[src/rtl/sarx_pkg.sv]
// Package: shared constants, format codes and word-length decode for the
// serial audio receiver. Assumes the format inputs stay steady during a stream.
package sarx_pkg;

    localparam int SAMPLE_W  = 24;   // parallel sample width
    localparam int LSB_MAX_W = 20;   // longest word accepted in LSB-justified mode
    localparam int IDX_W     = 6;    // bit-position counter width (saturating)

    typedef enum logic [1:0] {
        FMT_I2S  = 2'b00,
        FMT_MSBJ = 2'b01,
        FMT_LSBJ = 2'b10,
        FMT_ALT  = 2'b11
    } fmt_e;

    // Number of payload bits for a word-length code under a given format.
    function automatic int unsigned word_bits(fmt_e f, logic [1:0] code);
        case (code)
            2'd0:    return 16;
            2'd1:    return 18;
            2'd2:    return 20;
            default: return (f == FMT_LSBJ) ? LSB_MAX_W : SAMPLE_W;
        endcase
    endfunction

endpackage

[src/rtl/sarx_frame_tracker.sv]
// Frame tracker: finds half-frame boundaries and the position of each bit
// within its half-frame. For I2S the word select is taken one edge late, so
// the I2S framing becomes MSB-justified framing on a delayed select.
// Assumes: runs on the bit clock; reset is synchronous, active low.
module sarx_frame_tracker #(
    parameter int IDX_W = sarx_pkg::IDX_W
) (
    input  logic             clk,
    input  logic             rst_n,
    input  logic             ws_i,
    input  logic             i2s_dly_i,
    output logic             bnd_o,
    output logic             done_ch_o,
    output logic             synced_o,
    output logic [IDX_W-1:0] idx_o
);
    localparam logic [IDX_W-1:0] IDX_MAX = '1;

    logic             ws_q, ws_qq, synced_q;
    logic [IDX_W-1:0] pos_q;
    logic             fws, fws_prev;

    // Pick the framing select and its previous value for the current format.
    always_comb begin
        fws       = i2s_dly_i ? ws_q  : ws_i;
        fws_prev  = i2s_dly_i ? ws_qq : ws_q;
        bnd_o     = fws ^ fws_prev;
        done_ch_o = fws_prev;
        synced_o  = synced_q;
        idx_o     = bnd_o ? '0 : pos_q;
    end

    // Keep the select history, the sync flag and the next bit position.
    always_ff @(posedge clk) begin
        if (!rst_n) begin
            ws_q     <= 1'b0;
            ws_qq    <= 1'b0;
            synced_q <= 1'b0;
            pos_q    <= '0;
        end else begin
            ws_q  <= ws_i;
            ws_qq <= ws_q;
            if (bnd_o)
                synced_q <= 1'b1;
            if (bnd_o)
                pos_q <= IDX_W'(1);
            else if (pos_q != IDX_MAX)
                pos_q <= pos_q + 1'b1;
        end
    end

    // Once the framing has locked it stays locked until reset.
    assert_sync_sticky_R9: assert property (@(posedge clk) disable iff (!rst_n)
        synced_o |=> synced_o);

    // A position past the last one stays parked until the next boundary.
    assert_pos_parks_R5: assert property (@(posedge clk) disable iff (!rst_n)
        (idx_o == IDX_MAX && !bnd_o) |=> (bnd_o || idx_o == IDX_MAX));

endmodule

[src/rtl/sarx_word_assembler.sv]
// Word assembler: builds the word of the current half-frame. There are two
// stores. A placement register writes the first N bits MSB-first, for I2S and
// MSB-justified modes. A short shift register keeps the trailing bits, for
// LSB-justified mode. word_o is the finished word of the half-frame that ends
// at a boundary edge.
// Assumes: nb_i is between 16 and SAMPLE_W, and at most LSB_MAX_W in LSB mode.
module sarx_word_assembler #(
    parameter int SAMPLE_W  = sarx_pkg::SAMPLE_W,
    parameter int LSB_MAX_W = sarx_pkg::LSB_MAX_W,
    parameter int IDX_W     = sarx_pkg::IDX_W
) (
    input  logic                clk,
    input  logic                rst_n,
    input  logic                sd_i,
    input  logic                bnd_i,
    input  logic [IDX_W-1:0]    idx_i,
    input  logic [IDX_W-1:0]    nb_i,
    input  logic                lsb_mode_i,
    output logic [SAMPLE_W-1:0] word_o
);
    logic [SAMPLE_W-1:0]  acc_q, acc_n;
    logic [LSB_MAX_W-1:0] sr_q;
    logic [SAMPLE_W-1:0]  lsb_word;
    logic                 sign;

    // Write the incoming bit into its MSB-first slot; start clean at a boundary.
    always_comb begin
        acc_n = bnd_i ? '0 : acc_q;
        for (int k = 0; k < SAMPLE_W; k++) begin
            if (idx_i == IDX_W'(k) && IDX_W'(k) < nb_i)
                acc_n[SAMPLE_W-1-k] = sd_i;
        end
    end

    // Sign-extend the trailing N bits for LSB-justified words.
    always_comb begin
        sign = 1'b0;
        for (int j = 0; j < LSB_MAX_W; j++) begin
            if (IDX_W'(j) == nb_i - 1'b1)
                sign = sr_q[j];
        end
        for (int k = 0; k < LSB_MAX_W; k++)
            lsb_word[k] = (IDX_W'(k) < nb_i) ? sr_q[k] : sign;
        for (int k = LSB_MAX_W; k < SAMPLE_W; k++)
            lsb_word[k] = sign;
    end

    // Pick the finished word for the active format.
    always_comb begin
        word_o = lsb_mode_i ? lsb_word : acc_q;
    end

    // Update both stores on every bit.
    always_ff @(posedge clk) begin
        if (!rst_n) begin
            acc_q <= '0;
            sr_q  <= '0;
        end else begin
            acc_q <= acc_n;
            sr_q  <= {sr_q[LSB_MAX_W-2:0], sd_i};
        end
    end

    // Bits beyond the word length leave the placement register untouched.
    assert_tail_ignored_R5: assert property (@(posedge clk) disable iff (!rst_n)
        (!bnd_i && idx_i >= nb_i) |=> $stable(acc_q));

endmodule

[src/rtl/sarx_pair_output.sv]
// Pair output: holds a finished left word until its right partner arrives.
// The pair is then published together with a one-cycle strobe.
// Assumes: boundary and channel info come from the frame tracker on the same edge.
module sarx_pair_output #(
    parameter int SAMPLE_W = sarx_pkg::SAMPLE_W
) (
    input  logic                clk,
    input  logic                rst_n,
    input  logic                bnd_i,
    input  logic                synced_i,
    input  logic                done_ch_i,
    input  logic [SAMPLE_W-1:0] word_i,
    output logic [SAMPLE_W-1:0] left_o,
    output logic [SAMPLE_W-1:0] right_o,
    output logic                valid_o
);
    logic [SAMPLE_W-1:0] left_hold;
    logic                left_seen;

    // Pair finished words and publish each complete left/right pair.
    always_ff @(posedge clk) begin
        if (!rst_n) begin
            left_hold <= '0;
            left_seen <= 1'b0;
            left_o    <= '0;
            right_o   <= '0;
            valid_o   <= 1'b0;
        end else begin
            valid_o <= 1'b0;
            if (bnd_i && synced_i) begin
                if (!done_ch_i) begin
                    left_hold <= word_i;
                    left_seen <= 1'b1;
                end else begin
                    if (left_seen) begin
                        left_o  <= left_hold;
                        right_o <= word_i;
                        valid_o <= 1'b1;
                    end
                    left_seen <= 1'b0;
                end
            end
        end
    end

    assert_reset_clear_R1: assert property (@(posedge clk)
        !rst_n |=> (!valid_o && left_o == '0 && right_o == '0));

    assert_strobe_single_R8: assert property (@(posedge clk) disable iff (!rst_n)
        valid_o |=> !valid_o);

    assert_hold_between_R8: assert property (@(posedge clk) disable iff (!rst_n)
        !valid_o |-> ($stable(left_o) && $stable(right_o)));

    assert_left_before_right_R9: assert property (@(posedge clk) disable iff (!rst_n)
        valid_o |-> $past(left_seen));

endmodule

[src/rtl/serial_audio_rx.sv]
// Top: slave-mode serial audio receiver for I2S, MSB-justified and
// LSB-justified framing. It decodes the format controls and connects the
// frame tracker, the word assembler and the pair output.
// Assumes: fmt_i and wlen_i stay fixed during a stream; reset is synchronous, active low.
module serial_audio_rx #(
    parameter int SAMPLE_W  = sarx_pkg::SAMPLE_W,
    parameter int LSB_MAX_W = sarx_pkg::LSB_MAX_W,
    parameter int IDX_W     = sarx_pkg::IDX_W
) (
    input  logic                clk,
    input  logic                rst_n,
    input  logic                ws_i,
    input  logic                sd_i,
    input  logic [1:0]          fmt_i,
    input  logic [1:0]          wlen_i,
    output logic [SAMPLE_W-1:0] left_o,
    output logic [SAMPLE_W-1:0] right_o,
    output logic                valid_o
);
    import sarx_pkg::*;

    fmt_e                fmt;
    logic                i2s_dly, lsb_mode;
    logic [IDX_W-1:0]    nb;
    logic                bnd, done_ch, synced;
    logic [IDX_W-1:0]    idx;
    logic [SAMPLE_W-1:0] word;

    // Decode the format and word-length controls.
    always_comb begin
        fmt      = fmt_e'(fmt_i);
        lsb_mode = (fmt == FMT_LSBJ);
        i2s_dly  = (fmt == FMT_I2S) || (fmt == FMT_ALT);
        nb       = IDX_W'(word_bits(fmt, wlen_i));
    end

    sarx_frame_tracker #(.IDX_W(IDX_W)) u_track (
        .clk       (clk),
        .rst_n     (rst_n),
        .ws_i      (ws_i),
        .i2s_dly_i (i2s_dly),
        .bnd_o     (bnd),
        .done_ch_o (done_ch),
        .synced_o  (synced),
        .idx_o     (idx)
    );

    sarx_word_assembler #(
        .SAMPLE_W (SAMPLE_W),
        .LSB_MAX_W(LSB_MAX_W),
        .IDX_W    (IDX_W)
    ) u_asm (
        .clk       (clk),
        .rst_n     (rst_n),
        .sd_i      (sd_i),
        .bnd_i     (bnd),
        .idx_i     (idx),
        .nb_i      (nb),
        .lsb_mode_i(lsb_mode),
        .word_o    (word)
    );

    sarx_pair_output #(.SAMPLE_W(SAMPLE_W)) u_pair (
        .clk      (clk),
        .rst_n    (rst_n),
        .bnd_i    (bnd),
        .synced_i (synced),
        .done_ch_i(done_ch),
        .word_i   (word),
        .left_o   (left_o),
        .right_o  (right_o),
        .valid_o  (valid_o)
    );

    // LSB-justified words (20 bits at most) carry copies of the sign above bit 19.
    assert_lsb_signext_R4: assert property (@(posedge clk) disable iff (!rst_n)
        (valid_o && fmt_i == 2'b10) |->
        ((right_o[SAMPLE_W-1:LSB_MAX_W-1] == '0 || right_o[SAMPLE_W-1:LSB_MAX_W-1] == '1) &&
         (left_o[SAMPLE_W-1:LSB_MAX_W-1]  == '0 || left_o[SAMPLE_W-1:LSB_MAX_W-1]  == '1)));

    // A 16-bit word in a left-aligned mode leaves the low byte clear.
    assert_zero_fill_R6: assert property (@(posedge clk) disable iff (!rst_n)
        (valid_o && fmt_i != 2'b10 && wlen_i == 2'b00) |->
        (left_o[7:0] == 8'h00 && right_o[7:0] == 8'h00));

endmodule

[config.mk]
export PLATFORM = sky130hd
export DESIGN_NAME = serial_audio_rx
export DESIGN_NICKNAME = d
export VERILOG_FILES = /design/src/rtl/sarx_pkg.sv /design/src/rtl/sarx_frame_tracker.sv /design/src/rtl/sarx_word_assembler.sv /design/src/rtl/sarx_pair_output.sv /design/src/rtl/serial_audio_rx.sv
export SDC_FILE = /design/constraint.sdc
export NUM_CORES = 1
export LEC_CHECK = 0
export ABC_AREA = 1
export BUFFER_PORTS_ARGS = -buffer_cell sky130_fd_sc_hd__buf_2
export CORE_MARGIN = 1.5
export CORE_UTILIZATION = 55
export CTS_BUF_LIST = sky130_fd_sc_hd__clkbuf_2
export CTS_CLUSTER_DIAMETER = 80
export DETAILED_ROUTE_END_ITERATION = 6
export PLACE_DENSITY = 0.76
export SYNTH_ARGS = -nofsm -noshare
export SYNTH_HDL_FRONTEND = slang
export SYNTH_SLANG_ARGS = --single-unit
[constraint.sdc]
create_clock -name clk -period 2.95 [get_ports clk]
set_input_delay 0.885 -clock clk [delete_from_list [all_inputs] [get_ports clk]]
set_output_delay 0.885 -clock clk [all_outputs]
set_load 0.005 [all_outputs]
* Yosys cells after proc, flatten, opt, wreduce, memory -nomap -nowiden
Cells that the tools add are included. W data, S select, Z words.
Word-level totals: bits in registers 127, input port bits 8, output and inout port bits 49, logic and storage cells 245
Operators by class: magnitude comparators 24, bitwise logic cells 3, equal/unequal tests 47, multiplexer cells 75, $add $sub $neg 2, reduce and logical (&&, ||, !) cells 59
Operators by type and width (number):
- $mux W1 | 70
- $reduce_bool A2 Y1 | 25
- $eq A4 B6 Y1 const A | 8
- $eq A6 B4 Y1 const B | 8
- $eq A6 B5 Y1 const B | 8
- $mux W24 | 2
- $lt A4 B5 Y1 const A | 8
- $lt A5 B5 Y1 const A | 8
- $logic_and A1 B1 Y1 | 25
- $eq A3 B6 Y1 const A | 4
- $eq A5 B6 Y1 const A | 4
- $eq A6 B3 Y1 const B | 4
- $lt A3 B5 Y1 const A | 4
- $eq A2 B6 Y1 const A | 2
- $eq A6 B2 Y1 const B | 2
- $logic_not A6 Y1 | 2
- $pmux W4 S3 | 1
- $lt A1 B5 Y1 const A | 2
- $lt A2 B5 Y1 const A | 2
- $add A6 B1 Y6 const B | 1
- $eq A1 B6 Y1 const A | 1
- $eq A2 B2 Y1 const B | 3
- $eq A6 B1 Y1 const B | 1
- $mux W6 | 1
- other kinds (11) | 14

* Longest topological paths before layout
Gate-level depths: netlist of run 1.
word-level depth 27, gate-level depth with buffers 14, depth with buffers taken out 13

* Cells and area by module
From an unflattened synthesis of run 1, not the netlist that was laid out.
Unflattened totals: cells, all modules 976, area, all modules 6180.9 µm²
By module, submodules not included:
- sarx_pair_output | cells an instance 442, times used 1, area each 2921.6 µm², sequential area each 1481.4 µm²
- sarx_word_assembler | cells an instance 440, times used 1, area each 2682.6 µm², sequential area each 880.8 µm²
- sarx_frame_tracker | cells an instance 83, times used 1, area each 525.5 µm², sequential area each 180.2 µm²
- serial_audio_rx | cells an instance 11, times used 1, area each 51.3 µm², sequential area each 0.0 µm²

* Worst setup path before layout of run 1
OpenSTA, ideal clock, no wires.
path type input -> register, start in fmt_i[0], end reg u_pair.left_hold[21], cell stages on the path 14, path buffers 1, library setup time 0.109 ns, path slack 0.257 ns, data required time 2.841 ns, data arrival time 2.583 ns, cell sequence inv_1 -> ha_1 -> clkinv_1 -> clkbuf_1 -> a21oi_1 -> ha_1 -> inv_1 -> nor2_1 -> o21ai_0 -> inv_2 -> a21oi_1 -> nand2_1 -> nand2_1 -> inv_1
On the way: word-level cells in the longest chain between the ends 26, elaborated cells between the ends (all ways) 54, those cells by class add/sub (1); eq/ne (21); mux (25); bitwise (2); reduce/logical (5)
Ends and longest elaborated chain:
- start, declared | line serial_audio_rx.sv:14 | input logic [1:0] fmt_i,
- $eq A2 B2 Y1 | line sarx_pkg.sv:22, serial_audio_rx.sv:32
- $mux W4 | line sarx_pkg.sv:22 | default: return (f == FMT_LSBJ) ? LSB_MAX_W : SAMPLE_W;
- $pmux W4 S3 | line sarx_pkg.sv:18 | case (code)
- $sub A5 B1 Y6 | line sarx_word_assembler.sv:39 | if (IDX_W'(j) == nb_i - 1'b1)
- $logic_not A6 Y1 | line sarx_word_assembler.sv:39
- $mux W1 (20 in series) | line sarx_word_assembler.sv:39
- $mux W24 | line sarx_word_assembler.sv:50 | word_o = lsb_mode_i ? lsb_word : acc_q;
- end signal, assigned | line sarx_pair_output.sv:32 | left_hold <= word_i;
- end, declared | line sarx_pair_output.sv:17 | logic [SAMPLE_W-1:0] left_hold;
Parallel ways exist; a longest one is shown, timed or not. A chain may end at the register's enable or synchronous reset.

* Worst setup path after layout of run 1
start in fmt_i[0], end reg u_pair.left_hold[18]
On the way: word-level cells in the longest chain between the ends 27, elaborated cells between the ends (all ways) 56, those cells by class add/sub (1); order compare (1); eq/ne (21); mux (26); bitwise (2); reduce/logical (5)
Ends and longest elaborated chain:
- $eq A2 B2 Y1 | line sarx_pkg.sv:22, serial_audio_rx.sv:32
- $mux W4 | line sarx_pkg.sv:22
- $pmux W4 S3 | line sarx_pkg.sv:18
- $sub A5 B1 Y6 | line sarx_word_assembler.sv:39
- $logic_not A6 Y1 | line sarx_word_assembler.sv:39
- $mux W1 (20 in series) | line sarx_word_assembler.sv:39
- $mux W1 | line sarx_word_assembler.sv:43 | lsb_word[k] = (IDX_W'(k) < nb_i) ? sr_q[k] : sign;
- $mux W24 | line sarx_word_assembler.sv:50
Parallel ways exist; a longest one is shown, timed or not.

==> metrics.md, run 1 <==
| Metric | Value |
|---|---|
| # rows | 35 |
| GP Congestion | 0.919 |
| Post-CTS setup buffers | 0 |
| Grt ovf | 0 |
| Commonest cells in the netlist | nand2_1, dfxtp_1, a21oi_1 |
| Routed Antenna Nets | 0 |
| Post-route DRC | 0 |
| Min-Delay Path Class | in -> reg |
| Final WL | 11.1 mm |
| Slew Viols, Final | 0 |
| Clock-pin slew on the worst setup and hold paths | 0.20 ns |
| Placed cell area | 5510 µm² |
| Slew margin rel. | 0.575 |
| Sequential share of the synthesized area | 0.493 |
| Status | completed |
| Vias in the first global route | 4222 |
| Reg area | 2540 µm² |
| Clk_skew | 0.0271 ns |
| Critical Path Start Type | input pin |
| Routed length per placed instance | 12.3 µm |
| Initial drt markers | 243 |
| Async SR Flop Fraction | 0 |
| Gr usage total | 0.238 |
| Final cell count without fillers | 908 |
| Post-layout net count | 795 |
| Max-cap violations | 0 |
| DP HPWL | 7.92 mm |
| WS Path Type | in -> reg |
| Initial core utilization | 0.563 |
| Antenna cell count | 0 |
| Post-synthesis net count | 746 |
| Worst-Margin Slew | 0.636 ns |
| Post-synth EDFFs | 0 |
| Core ar. | 9150 µm² |
| Final Util | 0.633 |
| Area grow syn2layout | 12.3% |
| Post-Synthesis Cells | 735 |
| I/O pin cnt | 57 |
| PortBufs | 56 |
| Setup violators final | 0 |
| Pleak | 2.66 nW |
| Post-synth cell types | 27 |
| Total power | 3.16 mW |
| Total number of vias | 4633 |
| Critical Path RT | 3.55 ns |
| Main synth FF type | dfxtp_1 |
| Initial antenna violation count | 0 |
| Cts bufs inserted | 17 |
| Max clock buf depth | 2 |
| Clock H-tree levels | 4 |
| Filler cells | 842 |
| # hold bufs at CTS | 0 |
| Placed insts | 876 |
| Yosys warns | 0 |
| Setup TNS | 0 ns |
| Tcrit/Tclk final | 0.731 |
| Die Span Y | 99.8 µm |
| F_max | 0.464 GHz |
| Die ar. | 9970 µm² |
| Synthesized area per cell | 7.02 µm² |
| Pwr dens | 546 nW/µm² |
| Final instance area | 5790 µm² |
| Footprint of the multi-input gates | 2130 µm² |
| Synth area leaders | dfxtp_1, nand2_1, a21oi_1, inv_1, nor2_1 |
| Area share of the largest cell type after synthesis | 0.493 |
| Final Hold Fails | 0 |
| Peak supply drop | 0.254 mV |
| Place WS | 0.133 ns |
| Hold slack | 0.407 ns |
| Yosys reg bits | 127 |
| CTS tree | built |
| TritonCTS Sinks | 127 |
| Drt pass-1 iters | 4 |
| Crit-path max FO | 26 |
| Final worst slack | 0.794 ns |
| Most common cell in the netlist | nand2_1 |
| Largest net degree at the start of global routing | 49 |
| Global-route wire length before repair | 19.0 mm |
| Clock Latency Late Sink | 0.67 ns |
| Root Buffer | clkbuf_2 |
| RSZ-0062 raised after global routing | no |
| Layout cell share with drive strength beyond 1 | 0.137 |
| DR vias/cell | 5.10 |
| Post-cts gate resize count | 0 |
| Width of the die | 99.8 µm |
| Mapped Area | 5160 µm² |
| CP endpoint kind | flip-flop |
| Crit path DAT | 2.75 ns |
| Synth area leader | dfxtp_1 |
| Min cycle time layout | 2.16 ns |
## cells by family after synthesis
kind of cell               Yosys count  synth area share
AOI/OAI and AO/OA                  126             0.127
xor gates and xnor gates             1           0.00170
adders and majority gates            3           0.00728
buffers and inverters              119            0.0946
DFF                                127             0.493
and+or+nand+nor                    359             0.276
## state kept, by name, indices dropped and copies added (netlist names)
name and flops:
u_pair.left_seen 1, u_track.ws_qq 1, u_track.synced_o 1, u_track.ws_q 1
u_track.pos_q 6, u_asm.sr_q 20, u_pair.left_o 24, u_asm.acc_q 24
u_pair.right_o 24, u_pair.left_hold 24, u_pair.valid_o 1
## per-layer routing
| metal | up-vias | share of wire | track usage |
|---|---|---|---|
| met5 | - | 0 | 0 |
| met2 | 133 | 0.47 | 0.387 |
| met1 | 2089 | 0.46 | 0.310 |
| met4 | 0 | 0.0097 | 0.0704 |
| met3 | 12 | 0.055 | 0.0662 |
| li1 | 2399 | - | - |
## layout make-up
| type | instances | share of cell area |
|---|---|---|
| Clock buffer | 17 | 0.0147 |
| Multi-Input combinational cell | 489 | 0.367 |
| Clock inverter | 15 | 0.0346 |
| Timing Repair Buffer | 68 | 0.0683 |
| Sequential cell | 127 | 0.439 |
| Tap cell | 111 | 0.0240 |
| Inverter | 81 | 0.0525 |
## worst max-delay path: stages
cell	delay, ns
buf_2	0.08
inv_1	0.03
ha_1	0.31
nand2_1	0.11
nand2_1	0.07
nand2_1	0.07
nand2_2	0.22
nor2_2	0.20
nand2_1	0.14
inv_2	0.33
o21ai_0	0.15
a21oi_1	0.14
## cell usage in the layout (no fill, tap or decap), types with 2 or more instances in the layout
| master | n |
|---|---|
| inv_8 | 3 |
| clkbuf_2 | 17 |
| bufinv_16 | 3 |
| inv_2 | 4 |
| a21oi_1 | 90 |
| buf_2 | 56 |
| dfxtp_1 | 127 |
| inv_6 | 5 |
| nor3_1 | 2 |
| clkinvlp_4 | 2 |
| buf_4 | 10 |
| clkinv_1 | 2 |
| nand2_1 | 256 |
| clkinv_4 | 2 |
| nand3_1 | 39 |
| ha_1 | 3 |
| nand4_1 | 2 |
| inv_1 | 75 |
| o21ai_0 | 28 |
| a22oi_1 | 4 |
| buf_12 | 2 |
| nor2_1 | 55 |
## power breakdown
group          switching (mW)  leakage (nW)  internal [mW]
Clock                   0.710         0.162          0.506
Combinational           0.137          1.47         0.0517
Sequential             0.0167          1.03           1.74
Total                   0.864          2.66           2.30
## worst paths after layout
check | endpoint | cells past startpoint | from | slack, ns
max | u_pair.left_hold[18]$_SDFFE_PN0P_ | 12 | fmt_i[0] | 0.79
min | u_track.ws_q$_SDFF_PN0_ | 3 | ws_i | 0.41
max reg2reg | u_pair.left_hold[18]$_SDFFE_PN0P_ | 9 | u_track.ws_qq$_SDFF_PN0_ | 1.12
min reg2reg | u_asm.sr_q[10]$_SDFF_PN0_ | 2 | u_asm.sr_q[9]$_SDFF_PN0_ | 0.44
Note: power is estimated with default switching activity, not from simulation.
==> run 2, diff against run 1 <==
- ABC_AREA: 1 -> 0
- clock period: 2.95 -> 2.1 ns (I/O delays scaled with it)
==> run 2 against run 1 <==
Compared with the run above:
- total power grew 35%
- critical path depth fell by 11
- worst hold slack got worse by 0.18 ns
- routed wire length down 9.2%
- critical path type is now reg -> out
- synthesized area is 0.97% lower
- first-iteration DRC count up 7.0%
- setup slack lost 0.48 ns
- combinational power grew 69%
- global-route usage fell by 2.3 points
- design area is 0.26% lower
- clock skew up 0.0020 ns
==> metrics.md, run 2 <==
| Metric | Value |
|---|---|
| Status | completed |
| Post-synth cell types | 46 (+70%) |
| Final Util | 0.653 (+0.0200) |
| Max clock buf depth | 2 (unchanged) |
| CTS tree | built |
| Most common cell after layout, fill and taps aside | dfxtp_1 |
| Setup violators final | 0 (unchanged) |
| Clock-pin slew on the worst setup and hold paths | 0.20 ns (about the same) |
| Min-Delay Path Class | in -> reg |
| Width of the die | 99.4 µm (-0.47%) |
| F_max | 0.561 GHz |
| Worst Hold End | u_track.ws_q$_SDFF_PN0_ |
| Post-layout net count | 609 (-23%) |
| Tcrit/Tclk final | 0.849 |
| Crit-path leading delay family | flip-flops |
| Critical path's largest stage delay | 0.38 ns (+0.05 ns) |
| Final cell count without fillers | 718 (-21%) |
| Slew Viols, Final | 0 (unchanged) |
| Area grow syn2layout | 13.1% |
| Routed Antenna Nets | 0 (unchanged) |
| CP endpoint kind | primary output |
| Pwr dens | 740 nW/µm² (+35%) |
| Post-cts gate resize count | 0 (unchanged) |
| Post-route DRC | 0 (unchanged) |
| Peak supply drop | 0.340 mV (+34%) |
| Synth area leaders | dfxtp_1, nand2_1, o211a_1, mux2i_1, nand3_1 |
| Max-cap violations | 0 (unchanged) |
| Worst r2r dst | u_asm.acc_q[12]$_SDFFE_PN0P_ |
| Layout cell share with drive strength beyond 1 | 0.213 (+0.0764) |
| # hold bufs at CTS | 0 (unchanged) |
| Clock Latency Late Sink | 0.65 ns (-0.02 ns) |
| Sequential share of the synthesized area | 0.498 (+0.00483) |
| Die ar. | 9870 µm² (-0.94%) |
| I/O pin cnt | 57 (unchanged) |
| Gr usage total | 0.215 (-0.0227) |
| Post-synth EDFFs | 0 (unchanged) |
| Mapped Area | 5110 µm² (-0.97%) |
| Total number of vias | 3925 (-15%) |
| Yosys warns | 0 (unchanged) |
| Met2 Track Usage GR | 0.369 (-0.0174) |
| Antenna cell count | 0 (unchanged) |
| DR vias/cell | 5.47 (+7.1%) |
| RSZ-0062 raised after global routing | no |
| Min cycle time layout | 1.78 ns |
| Slew margin rel. | 0.562 (-0.0138) |
| Post-synthesis net count | 550 (-26%) |
| R2R Path Start | u_track.pos_q[3]$_SDFFE_PP0P_ |
| Commonest cells in the netlist | dfxtp_1, nand2_1, o211a_1 |
| R2R setup slack | 0.50 ns (-0.62 ns) |
| Initial core utilization | 0.577 (+0.0137) |
| Critical Path Start Type | flip-flop |
| Post-CTS setup buffers | 0 (unchanged) |
| Global-route wire length before repair | 17.1 mm (-10%) |
| Final WL | 10.1 mm (-9.2%) |
| Pleak | 2.77 nW (+4.2%) |
| Drt pass-1 iters | 5 (+1) |
| Routed length per placed instance | 14.1 µm (+15%) |
| Largest net degree at the start of global routing | 49 (unchanged) |
| Area share of the largest cell type after synthesis | 0.498 (+0.00483) |
| GR met3 Demand/Resource | 0.0576 (-0.00853) |
| Crit-path max FO | 2 (-92%) |
| Worst-Margin Slew | 0.656 ns (+0.0199 ns) |
| TritonCTS Sinks | 127 (unchanged) |
| Post-Synthesis Cells | 539 (-27%) |
| Hold slack | 0.231 ns (-0.176 ns) |
| Hold path depth | 2 (-1) |
| Setup TNS | 0 ns (unchanged) |
| Synthesized area per cell | 9.47 µm² (+35%) |
| PortBufs | 56 (unchanged) |
| Most common cell in the netlist | dfxtp_1 |
| Clk_skew | 0.0291 ns (+0.00201 ns) |
| Core ar. | 8850 µm² (-3.3%) |
| Worst Path Buf+Inv | 1 (-2) |
| Most used routing layer | met2 |
| Placed insts | 687 (-22%) |
| Vias in the first global route | 3607 (-15%) |
| WS Path Type | reg -> out |
| Initial antenna violation count | 0 (unchanged) |
| Grt met1 use | 0.267 (-0.0422) |
| Clock H-tree levels | 4 (unchanged) |
| Yosys reg bits | 127 (unchanged) |
| Main synth FF type | dfxtp_1 |
| Hold wc startpoint | ws_i |
| Final Hold Fails | 0 (unchanged) |
| # rows | 34 (-2.9%) |
| DP HPWL | 7.15 mm (-9.8%) |
| Die Span Y | 99.4 µm (-0.47%) |
| GP Congestion | 0.794 (-14%) |
| Synth area leader | dfxtp_1 |
| Most frequent cells in the layout | dfxtp_1, nand2_1, buf_2, o211a_1, mux2i_1 |
| Crit path DAT | 1.15 ns (-1.60 ns) |
| Cts bufs inserted | 17 (unchanged) |
| Critical Path RT | 1.47 ns (-2.08 ns) |
| Slowest cell on the critical path | dfxtp_1 |
| Root Buffer | clkbuf_2 |
| Cell chain of the critical path | buf_2 |
| Initial drt markers | 260 (+7.0%) |
| Async SR Flop Fraction | 0 (unchanged) |
| Reg2reg path depth | 3 (-6) |
| Grt ovf | 0 (unchanged) |
run 2: cell count changes after synthesis, sizes merged, moves of 12 or more:
| cell | previous run | this run |
|---|---|---|
| nand2 | 257 | 121 |
| o21ai | 28 | 16 |
| mux2i | 0 | 29 |
| o211a | 0 | 37 |
| a21oi | 90 | 22 |
| and2 | 0 | 22 |
| nor2 | 56 | 15 |
| a21boi | 0 | 27 |
| inv | 79 | 6 |
run 2: where the power goes:
group / switching (mW) / total, mW / internal (mW)
clock network: 0.900 / 1.46 / 0.555
registers: 0.0354 / 2.50 / 2.46
logic: 0.182 / 0.319 / 0.137
total: 1.12 / 4.27 / 3.15
run 2: worst max-delay path by stage:
stage,from,to,slack [ns],cells past startpoint
2_1_floorplan,fmt_i[0],u_pair.left_hold[18]$_SDFFE_PN0P_,0.02,7
3_3_place_gp,fmt_i[0],u_pair.left_hold[15]$_SDFFE_PN0P_,-0.07,8
3_5_place_dp,fmt_i[0],u_pair.left_hold[12]$_SDFFE_PN0P_,-0.13,8
4_1_cts,u_pair.right_o[7]$_SDFFE_PN0P_,right_o[7],0.25,1
5_1_grt,u_pair.right_o[2]$_SDFFE_PN0P_,right_o[2],0.21,1
6_report,u_pair.right_o[1]$_SDFFE_PN0P_,right_o[1],0.32,1
run 2: kinds of logic after synthesis:
kind of cell | after synthesis | share of synthesized area
fa+ha+maj | 3 | 0.00735
flops | 127 | 0.498
compound gates | 115 | 0.173
buf+inv | 48 | 0.0549
simple gates | 213 | 0.202
mux | 30 | 0.0591
xor+xnor | 3 | 0.00515
run 2: area by class of cell:
| cell class | count | area (µm²) |
|---|---|---|
| Sequential cell | 127 | 2540 |
| Multi-Input combinational cell | 364 | 2280 |
| Timing Repair Buffer | 82 | 563 |
| Inverter | 6 | 22.5 |
| Tap cell | 108 | 135 |
| Fill cell | 746 | 3070 |
| Clock buffer | 19 | 95.1 |
| Clock inverter | 12 | 135 |
run 2: routing by layer:
layer | share of wire | vias to the layer above | routed length, µm
met5 | 0 | - | 0
met4 | 0.0090 | 0 | 91
met3 | 0.039 | 10 | 391
met2 | 0.50 | 78 | 5060
met1 | 0.45 | 1864 | 4560
li1 | - | 1973 | -
run 2: metrics by stage:
stage | cell area (µm²) | worst slack (ns) | total power, mW
floorplan | 5110 | 0.0181 | 2.76
global placement | 5550 | -0.0712 | 2.85
detailed placement | 5550 | -0.129 | 2.86
CTS | 5780 | 0.255 | 4.32
global route | 5780 | 0.215 | 4.46
finish | 5780 | 0.317 | 4.27
